===== config.mk =====
export PLATFORM = sky130hd
export DESIGN_NAME = dds_spi_writer
export DESIGN_NICKNAME = d
export VERILOG_FILES = /design/src/rtl/dds_wr_pkg.sv /design/src/rtl/dds_sclk_gen.sv /design/src/rtl/dds_shifter.sv /design/src/rtl/dds_cycle_ctr.sv /design/src/rtl/dds_spi_writer.sv
export SDC_FILE = /design/constraint.sdc
export NUM_CORES = 1
export LEC_CHECK = 0
export CORE_UTILIZATION = 45
export DETAILED_ROUTE_END_ITERATION = 6
export PLACE_DENSITY = 0.66
export SYNTH_ARGS = -nofsm -noshare
export SYNTH_HDL_FRONTEND = slang
export SYNTH_HIERARCHICAL = 1
export SYNTH_SLANG_ARGS = --single-unit

===== constraint.sdc =====
create_clock -name clk -period 4.6 [get_ports clk]
set_input_delay 0.92 -clock clk [delete_from_list [all_inputs] [get_ports clk]]
set_output_delay 0.92 -clock clk [all_outputs]
set_load 0.005 [all_outputs]

===== src/rtl/dds_wr_pkg.sv =====
package dds_wr_pkg;

  localparam int ADDR_W  = 5;
  localparam int DATA_W  = 32;
  localparam int INSTR_W = 8;
  localparam int FRAME_W = INSTR_W + DATA_W;

  typedef enum logic [2:0] {
    ST_RLO1  = 3'd0,
    ST_RHI   = 3'd1,
    ST_RTAIL = 3'd2,
    ST_IDLE  = 3'd3,
    ST_SHIFT = 3'd4,
    ST_UPD   = 3'd5
  } wr_state_e;

  // payload byte count per register address
  function automatic logic [2:0] payload_bytes(input logic [ADDR_W-1:0] a);
    logic [2:0] n;
    case (a)
      5'h00:               n = 3'd1;
      5'h02, 5'h05, 5'h07: n = 3'd2;
      5'h01, 5'h03, 5'h06: n = 3'd3;
      default:             n = 3'd4;
    endcase
    return n;
  endfunction

  // instruction byte followed by payload, left aligned, zero filled
  function automatic logic [FRAME_W-1:0] build_frame(input logic [ADDR_W-1:0] a,
                                                     input logic [DATA_W-1:0] d);
    logic [DATA_W-1:0] p;
    logic [2:0]        n;
    n = payload_bytes(a);
    if (a == 5'h06) begin
      p = {d[31:8], 8'h00};
    end else begin
      p = (a == 5'h05) ? {18'd0, d[13:0]} : d;
      p = p << (8 * (4 - int'(n)));
    end
    return {{(INSTR_W-ADDR_W){1'b0}}, a, p};
  endfunction

endpackage


===== src/rtl/dds_sclk_gen.sv =====
module dds_sclk_gen #(
  parameter int DIV_HALF = 2
) (
  input  logic clk,
  input  logic rst_n,
  input  logic run,
  output logic sclk,
  output logic rise_tick,
  output logic fall_tick
);
  localparam int HW = (DIV_HALF > 1) ? $clog2(DIV_HALF) : 1;
  localparam logic [HW-1:0] HLAST = HW'(DIV_HALF - 1);

  logic [HW-1:0] hcnt_q, hcnt_d;
  logic          sclk_d;
  logic          wrap;

  always_comb begin
    wrap      = run && (hcnt_q == HLAST);
    rise_tick = wrap && !sclk;
    fall_tick = wrap && sclk;
    if (!run) begin
      hcnt_d = '0;
      sclk_d = 1'b0;
    end else if (wrap) begin
      hcnt_d = '0;
      sclk_d = ~sclk;
    end else begin
      hcnt_d = hcnt_q + 1'b1;
      sclk_d = sclk;
    end
  end

  always_ff @(posedge clk or negedge rst_n) begin
    if (!rst_n) begin
      hcnt_q <= '0;
      sclk   <= 1'b0;
    end else begin
      hcnt_q <= hcnt_d;
      sclk   <= sclk_d;
    end
  end

endmodule


===== src/rtl/dds_shifter.sv =====
module dds_shifter #(
  parameter int FRAME_W = 40,
  localparam int CW = $clog2(FRAME_W + 1)
) (
  input  logic               clk,
  input  logic               rst_n,
  input  logic               load,
  input  logic [FRAME_W-1:0] load_frame,
  input  logic [CW-1:0]      load_bits,
  input  logic               shift,
  output logic               sdio_bit,
  output logic               last_bit
);
  logic [FRAME_W-1:0] sh_q, sh_d;
  logic [CW-1:0]      left_q, left_d;

  always_comb begin
    sh_d   = sh_q;
    left_d = left_q;
    if (load) begin
      sh_d   = load_frame;
      left_d = load_bits;
    end else if (shift) begin
      sh_d   = {sh_q[FRAME_W-2:0], 1'b0};
      left_d = left_q - 1'b1;
    end
  end

  always_ff @(posedge clk or negedge rst_n) begin
    if (!rst_n) begin
      sh_q   <= '0;
      left_q <= '0;
    end else begin
      sh_q   <= sh_d;
      left_q <= left_d;
    end
  end

  assign sdio_bit = sh_q[FRAME_W-1];
  assign last_bit = (left_q == CW'(1));


  no_underflow_chk: assert property (@(posedge clk) disable iff (!rst_n)
    (shift && !load) |-> (left_q != '0));

endmodule


===== src/rtl/dds_cycle_ctr.sv =====
module dds_cycle_ctr #(
  parameter int W = 8
) (
  input  logic         clk,
  input  logic         rst_n,
  input  logic         clr,
  output logic [W-1:0] cnt
);
  logic [W-1:0] cnt_d;

  always_comb cnt_d = clr ? '0 : cnt + 1'b1;

  always_ff @(posedge clk or negedge rst_n) begin
    if (!rst_n) cnt <= '0;
    else        cnt <= cnt_d;
  end

endmodule


===== src/rtl/dds_spi_writer.sv =====
module dds_spi_writer
  import dds_wr_pkg::*;
#(
  parameter int DIV_HALF     = 2,
  parameter int UPD_CYC      = 4,
  parameter int RST_LO_CYC   = 1024,
  parameter int RST_HI_CYC   = 1024,
  parameter int RST_TAIL_CYC = 64
) (
  input  logic              clk,
  input  logic              rst_n,
  input  logic              cmd_valid,
  output logic              cmd_ready,
  input  logic [ADDR_W-1:0] cmd_addr,
  input  logic [DATA_W-1:0] cmd_data,
  input  logic              cmd_update,
  output logic              busy,
  output logic              sclk,
  output logic              sdio,
  output logic              cs_n,
  output logic              io_update,
  output logic              dds_reset
);
  localparam int MAX_AB  = (RST_LO_CYC > RST_HI_CYC) ? RST_LO_CYC : RST_HI_CYC;
  localparam int MAX_CD  = (RST_TAIL_CYC > UPD_CYC) ? RST_TAIL_CYC : UPD_CYC;
  localparam int MAX_W   = (MAX_AB > MAX_CD) ? MAX_AB : MAX_CD;
  localparam int TMR_W   = $clog2(MAX_W + 1);
  localparam int FCW     = $clog2(FRAME_W + 1);
  localparam logic [TMR_W-1:0] LO_LAST   = TMR_W'(RST_LO_CYC - 1);
  localparam logic [TMR_W-1:0] HI_LAST   = TMR_W'(RST_HI_CYC - 1);
  localparam logic [TMR_W-1:0] TAIL_LAST = TMR_W'(RST_TAIL_CYC - 1);
  localparam logic [TMR_W-1:0] UPD_LAST  = TMR_W'(UPD_CYC - 1);

  wr_state_e         st_q, st_d;
  logic              upd_q, upd_d;
  logic              accept;
  logic              tmr_clr;
  logic [TMR_W-1:0]  tmr_cnt;
  logic              rise_tick, fall_tick;
  logic              sdio_bit, last_bit;
  logic [FCW-1:0]    frame_bits;
  logic [FRAME_W-1:0] frame;

  assign accept     = cmd_valid && (st_q == ST_IDLE);
  assign frame      = build_frame(cmd_addr, cmd_data);
  assign frame_bits = FCW'(({3'd0, payload_bytes(cmd_addr)} + 6'd1) << 3);

  // next-state process
  always_comb begin
    st_d  = st_q;
    upd_d = upd_q;
    case (st_q)
      ST_RLO1:  if (tmr_cnt == LO_LAST)   st_d = ST_RHI;
      ST_RHI:   if (tmr_cnt == HI_LAST)   st_d = ST_RTAIL;
      ST_RTAIL: if (tmr_cnt == TAIL_LAST) st_d = ST_IDLE;
      ST_IDLE: begin
        if (accept) begin
          st_d  = ST_SHIFT;
          upd_d = cmd_update;
        end
      end
      ST_SHIFT: if (fall_tick && last_bit) st_d = upd_q ? ST_UPD : ST_IDLE;
      ST_UPD:   if (tmr_cnt == UPD_LAST)  st_d = ST_IDLE;
      default:  st_d = ST_IDLE;
    endcase
    tmr_clr = (st_d != st_q) || (st_q == ST_IDLE) || (st_q == ST_SHIFT);
  end

  // register process
  always_ff @(posedge clk or negedge rst_n) begin
    if (!rst_n) begin
      st_q  <= ST_RLO1;
      upd_q <= 1'b0;
    end else begin
      st_q  <= st_d;
      upd_q <= upd_d;
    end
  end

  dds_cycle_ctr #(.W(TMR_W)) u_tmr (
    .clk   (clk),
    .rst_n (rst_n),
    .clr   (tmr_clr),
    .cnt   (tmr_cnt)
  );

  dds_sclk_gen #(.DIV_HALF(DIV_HALF)) u_sclk (
    .clk       (clk),
    .rst_n     (rst_n),
    .run       (st_q == ST_SHIFT),
    .sclk      (sclk),
    .rise_tick (rise_tick),
    .fall_tick (fall_tick)
  );

  dds_shifter #(.FRAME_W(FRAME_W)) u_shift (
    .clk        (clk),
    .rst_n      (rst_n),
    .load       (accept),
    .load_frame (frame),
    .load_bits  (frame_bits),
    .shift      (fall_tick),
    .sdio_bit   (sdio_bit),
    .last_bit   (last_bit)
  );

  assign cmd_ready = (st_q == ST_IDLE);
  assign busy      = (st_q != ST_IDLE);
  assign cs_n      = (st_q != ST_SHIFT);
  assign io_update = (st_q == ST_UPD);
  assign dds_reset = (st_q == ST_RHI);
  assign sdio      = (st_q == ST_SHIFT) && sdio_bit;


  sclk_idle_chk: assert property (@(posedge clk) disable iff (!rst_n)
    cs_n |-> !sclk);


  sdio_hold_chk: assert property (@(posedge clk) disable iff (!rst_n)
    (!cs_n && sclk && $past(sclk)) |-> $stable(sdio));


  upd_excl_chk: assert property (@(posedge clk) disable iff (!rst_n)
    io_update |-> (cs_n && busy));


  accept_chk: assert property (@(posedge clk) disable iff (!rst_n)
    (cmd_valid && cmd_ready) |=> (!cs_n && busy && !cmd_ready));


  rst_busy_chk: assert property (@(posedge clk) disable iff (!rst_n)
    dds_reset |-> (busy && cs_n));

endmodule


# == After elaboration in Yosys (flattened, before gate mapping) ==
# Cells that the tools add are included.
# classes
add_sub_neg,5
mul,0
n_div,0
order_cmp,0
n_eq_ne,19
shift,1
n_mux,20
bitwise,1
n_reduce_logical,13
# ops
op,count
$mux W40,2
$mux W32,2
$shl A32 B32 Y32,1
$mux W3,7
$pmux W3 S6,1
$eq A5 B3 Y1 const B,3
$mux W6,2
$add A11 B1 Y11 const B,1
$eq A11 B10 Y1 const B,1
$eq A11 B2 Y1 const B,1
$eq A11 B6 Y1 const B,1
$mux W11,1
$eq A5 B2 Y1 const B,2
$pmux W3 S3,1
$eq A3 B2 Y1 const B,2
$eq A3 B3 Y1 const B,2
$eq A6 B1 Y1 const B,1
$reduce_or A3 Y1,2
$sub A6 B1 Y6 const B,1
$eq A5 B1 Y1 const B,1
$logic_and A1 B1 Y1,5
$logic_not A5 Y1,1
$mux W1,4
$sub A3 B3 Y4 const A,1
12 further kinds,13
# word_totals
reg_bits,63
latch_bits,0
ram_bits,0
rom_bits,0
in_bits,41
out_inout_bits,7
word_cells,66
memories,0

# == Logic depth before layout (Yosys ltp) ==
# depth
word_depth,10
mapped_depth,13
mapped_depth_nobuf,11

# == Cells and area by module ==
# Netlist, hierarchy kept.
# by_module_without_submodules
mod,n_inst,cells_per_inst,area_each_um2,seq_area_each_um2
dds_shifter,1,212,2222.1,1151.1
dds_spi_writer,1,206,1392.6,100.1
dds_cycle_ctr,1,48,506.7,275.3
dds_sclk_gen,1,8,88.8,50.0

# == Worst setup path before layout ==
# No wires, ideal clock.
# synth_timing
kind,input port to flip-flop
from,input port cmd_addr[2]
to,register u_shift.sh_q[8]
setup_time_ns,0.135
arrival_ns,2.976
required_time_ns,4.465
setup_slack_ns,1.488
cell_stages,13
path_buffers,3
path_cell_list,buf_6 -> buf_2 -> xnor2_1 -> nand2_2 -> ha_1 -> nand4bb_1 -> o211ai_2 -> o21ba_2 -> or2_1 -> buf_2 -> a22o_1 -> nand2_1 -> o21ai_0
# synth_between
elab_chain_cells,7
elab_cells_between_ends,15
# synth_rtl
element,line_no,rtl
"start, declared",dds_spi_writer.sv:14,"input logic [ADDR_W-1:0] cmd_addr,"
$eq A5 B3 Y1 (tied with other cells),"dds_wr_pkg.sv:20, dds_wr_pkg.sv:35",
$reduce_or A3 Y1,dds_wr_pkg.sv:20,case (a)
$pmux W3 S3,dds_wr_pkg.sv:20,
$sub A3 B3 Y4,dds_wr_pkg.sv:39,p = p << (8 * (4 - int'(n)));
$shl A32 B32 Y32,dds_wr_pkg.sv:39,
$mux W32 (*),dds_wr_pkg.sv:35,if (a == 5'h06) begin
named net frame[8],dds_spi_writer.sv:42,logic [FRAME_W-1:0] frame;
$mux W40 (*),dds_shifter.sv:20,if (load) begin
"end signal, assigned",dds_shifter.sv:31,sh_q <= '0;
"end signal, assigned",dds_shifter.sv:34,sh_q <= sh_d;
"end, declared",dds_shifter.sv:14,"logic [FRAME_W-1:0] sh_q, sh_d;"
# Mark *: on every way through the listed nets, which the timed path passes. The rest lies on a longest branch.
# A chain may end at the register's enable or synchronous reset.

# == Worst setup path in the final report ==
# layout_timing
from,input port cmd_addr[1]
to,register u_shift.sh_q[9]
# Same word-level chain as after synthesis.

==> impl_metrics.tcl <==
set metrics [dict create \
    final_antenna_net_count 0 \
    worst_slew_pin_slew_ns 0.9521 \
    maxCapViolCount 0 \
    cp.arrival_ns 4.06 \
    coreArea_sq_um 8891 \
    final_common_cell "nand2_1" \
    critPathSlowestCell "nor4b_4" \
    start_kind "primary input" \
    fin_nets 556 \
    endpoint_kind "flop" \
    powerDensity_nw_per_um2 440.6 \
    first_pass_iters 4 \
    ios 48 \
    finalCriticalPeriod_ns 3.820 \
    critical_path.cell_chain "clkdlybuf4s50_1 -> nor2b_1 -> xnor2_1 -> nand2_2 -> ha_1 -> nor4b_4 -> buf_4 -> a22o_1 -> nand2_1 -> o21ai_0" \
    routed_wl_microns 10550 \
    row_count 34 \
    die_h_microns 98.64 \
    num_vias 3606 \
    via_per_inst 5.788 \
    clock-sinks 63 \
    htreeDepth 3 \
    drive_above_1_share_pct 7.961 \
    overflow 0 \
    final_cell_mix "nand2_1, dfrtp_1, o21ai_0" \
    critPathKind "in -> reg" \
    required_ns 4.84 \
    clockBufferDepth 2 \
    cpPeakStageDelay_ns 0.74 \
    synth_warnings 6 \
    antennaDiodeCount 0 \
    combPwrFrac_pct 30.1 \
    start_util_pct 47.27 \
    ctsHoldBuffers 0 \
    cts.repair.resized 0 \
    antenna_found_initial 0 \
    first_iter_violations 223 \
    drc 0 \
    max_freq_ghz 0.2618 \
    switching_share_pct 35.67 \
    skew_ns 0.005202 \
    die_width_microns 98.64 \
    relSlewSlack_pct 36.52 \
    maxSlewViolCount 0 \
    setup_ws_ns 0.7799 \
    rsz0062_at_grt "no" \
    grt_pass1_wl_microns 17670 \
    syn_to_final_growth_pct 16.17 \
    place_area_sq_um 4684 \
    fin_area_sq_um 4882 \
    totalNegativeSetupSlack_ns 0 \
    hold_viol 0 \
    die_area_sq_um 9730 \
    syn_inst 472 \
    p_switching_uw 767.2 \
    numCtsBuffers 9 \
    io_buffer_count 47 \
    final_util_pct 54.91 \
    grt_pass1_vias 3428 \
    ir_drop_mv 0.1976 \
    dp_cells 608 \
    clkTransAtPathRegs_ns 0.07 \
    grtUsageTotal_pct 22.82 \
    fin_crit_sh_pct 83.05 \
    leakagePower_nw 1.868 \
    clockPowerShare_pct 22.9 \
    cts_root_buf "clkbuf_8" \
    grt_max_degree 56 \
    cts_tree "built" \
    min_path_type "reg -> reg" \
    status "finished, final reports clean" \
    stdcell_count 623 \
    place_ws_ns 0.4772 \
    cts_setup_buffers 0 \
    clock_latency_ns 0.33 \
    pwr-share-seq_pct 47.0 \
    synth_area_per_cell_sq_um 8.904 \
    setup_violations 0 \
    path_delay_family "simple AND/OR/NAND/NOR gates" \
    internal-power_mw 1.384 \
    critPathBufInv 2 \
    synthesis.area_sq_um 4203 \
    wl_per_cell_microns 16.93 \
    crit_fanout 14 \
    gp_congestion 0.9564 \
    hpwl_microns 7670 \
]
-- stage by stage --
| stage | hold WS (ns) | total power, mW |
|---|---|---|
| 4_1_cts | 0.4927 | 2.169 |
| 3_3_place_gp | 0.4703 | 1.640 |
| 6_report | 0.4865 | 2.151 |
| 5_1_grt | 0.5082 | 2.319 |
| 2_1_floorplan | 0.4544 | 1.446 |
| 3_5_place_dp | 0.4830 | 1.668 |
-- worst reg2reg max path: cells and delay by family (launching register included) --
| kind | cells | cell delay (ns) |
|---|---|---|
| simple gates | 3 | 1.07 |
| compound gates | 2 | 0.97 |
| flops | 1 | 0.45 |
-- final timing paths --
kind,depth (start not counted),startpoint,slack (ns),endpoint
setup / recovery,10,cmd_addr[1],0.78,u_shift/sh_q[9]
hold / removal,1,u_tmr/cnt[0],0.49,u_tmr/cnt[0]
setup reg to reg,5,u_tmr/cnt[6],1.95,u_tmr/cnt[4]
hold reg to reg,1,u_tmr/cnt[0],0.49,u_tmr/cnt[0]
max in group asynchronous,2,rst_n,3.09,u_shift/sh_q[12]
min in group asynchronous,1,rst_n,0.58,u_sclk/sclk
-- power by group through the flow --
stage	registers, mW	clock network, mW	logic [mW]
finish	1.01	0.492	0.647
global route	1.05	0.527	0.744
CTS	1.01	0.507	0.651
detailed placement	1.02	0	0.648
global placement	1.01	0	0.632
floorplan	0.941	0	0.505
-- state kept, by name, summed over array words and instances, names as in the netlist --
signal	cells
u_sclk/hcnt_q	1
upd_q	1
u_shift/left_q	6
u_sclk/sclk	1
st_q	3
u_tmr/cnt	11
u_shift/sh_q	40
-- per-layer routing --
layer	global-route usage, %	vias up	share of wire [%]
li1	-	1776	-
met1	32.57	1691	48
met5	0	-	0
met2	36.19	130	45
met4	5.511	0	1.1
met3	3.830	9	5.9
-- final cells by class --
cell class,instances,area [sq um]
repair buffers,53,510.5
well taps,108,135.1
flip-flops and latches,63,1577
clock inverters,3,42.54
inverters,15,56.30
clock buffers,12,155.1
multi-input cells,369,2406
fillers,795,4009
Note: power is estimated with default switching activity, not from simulation.
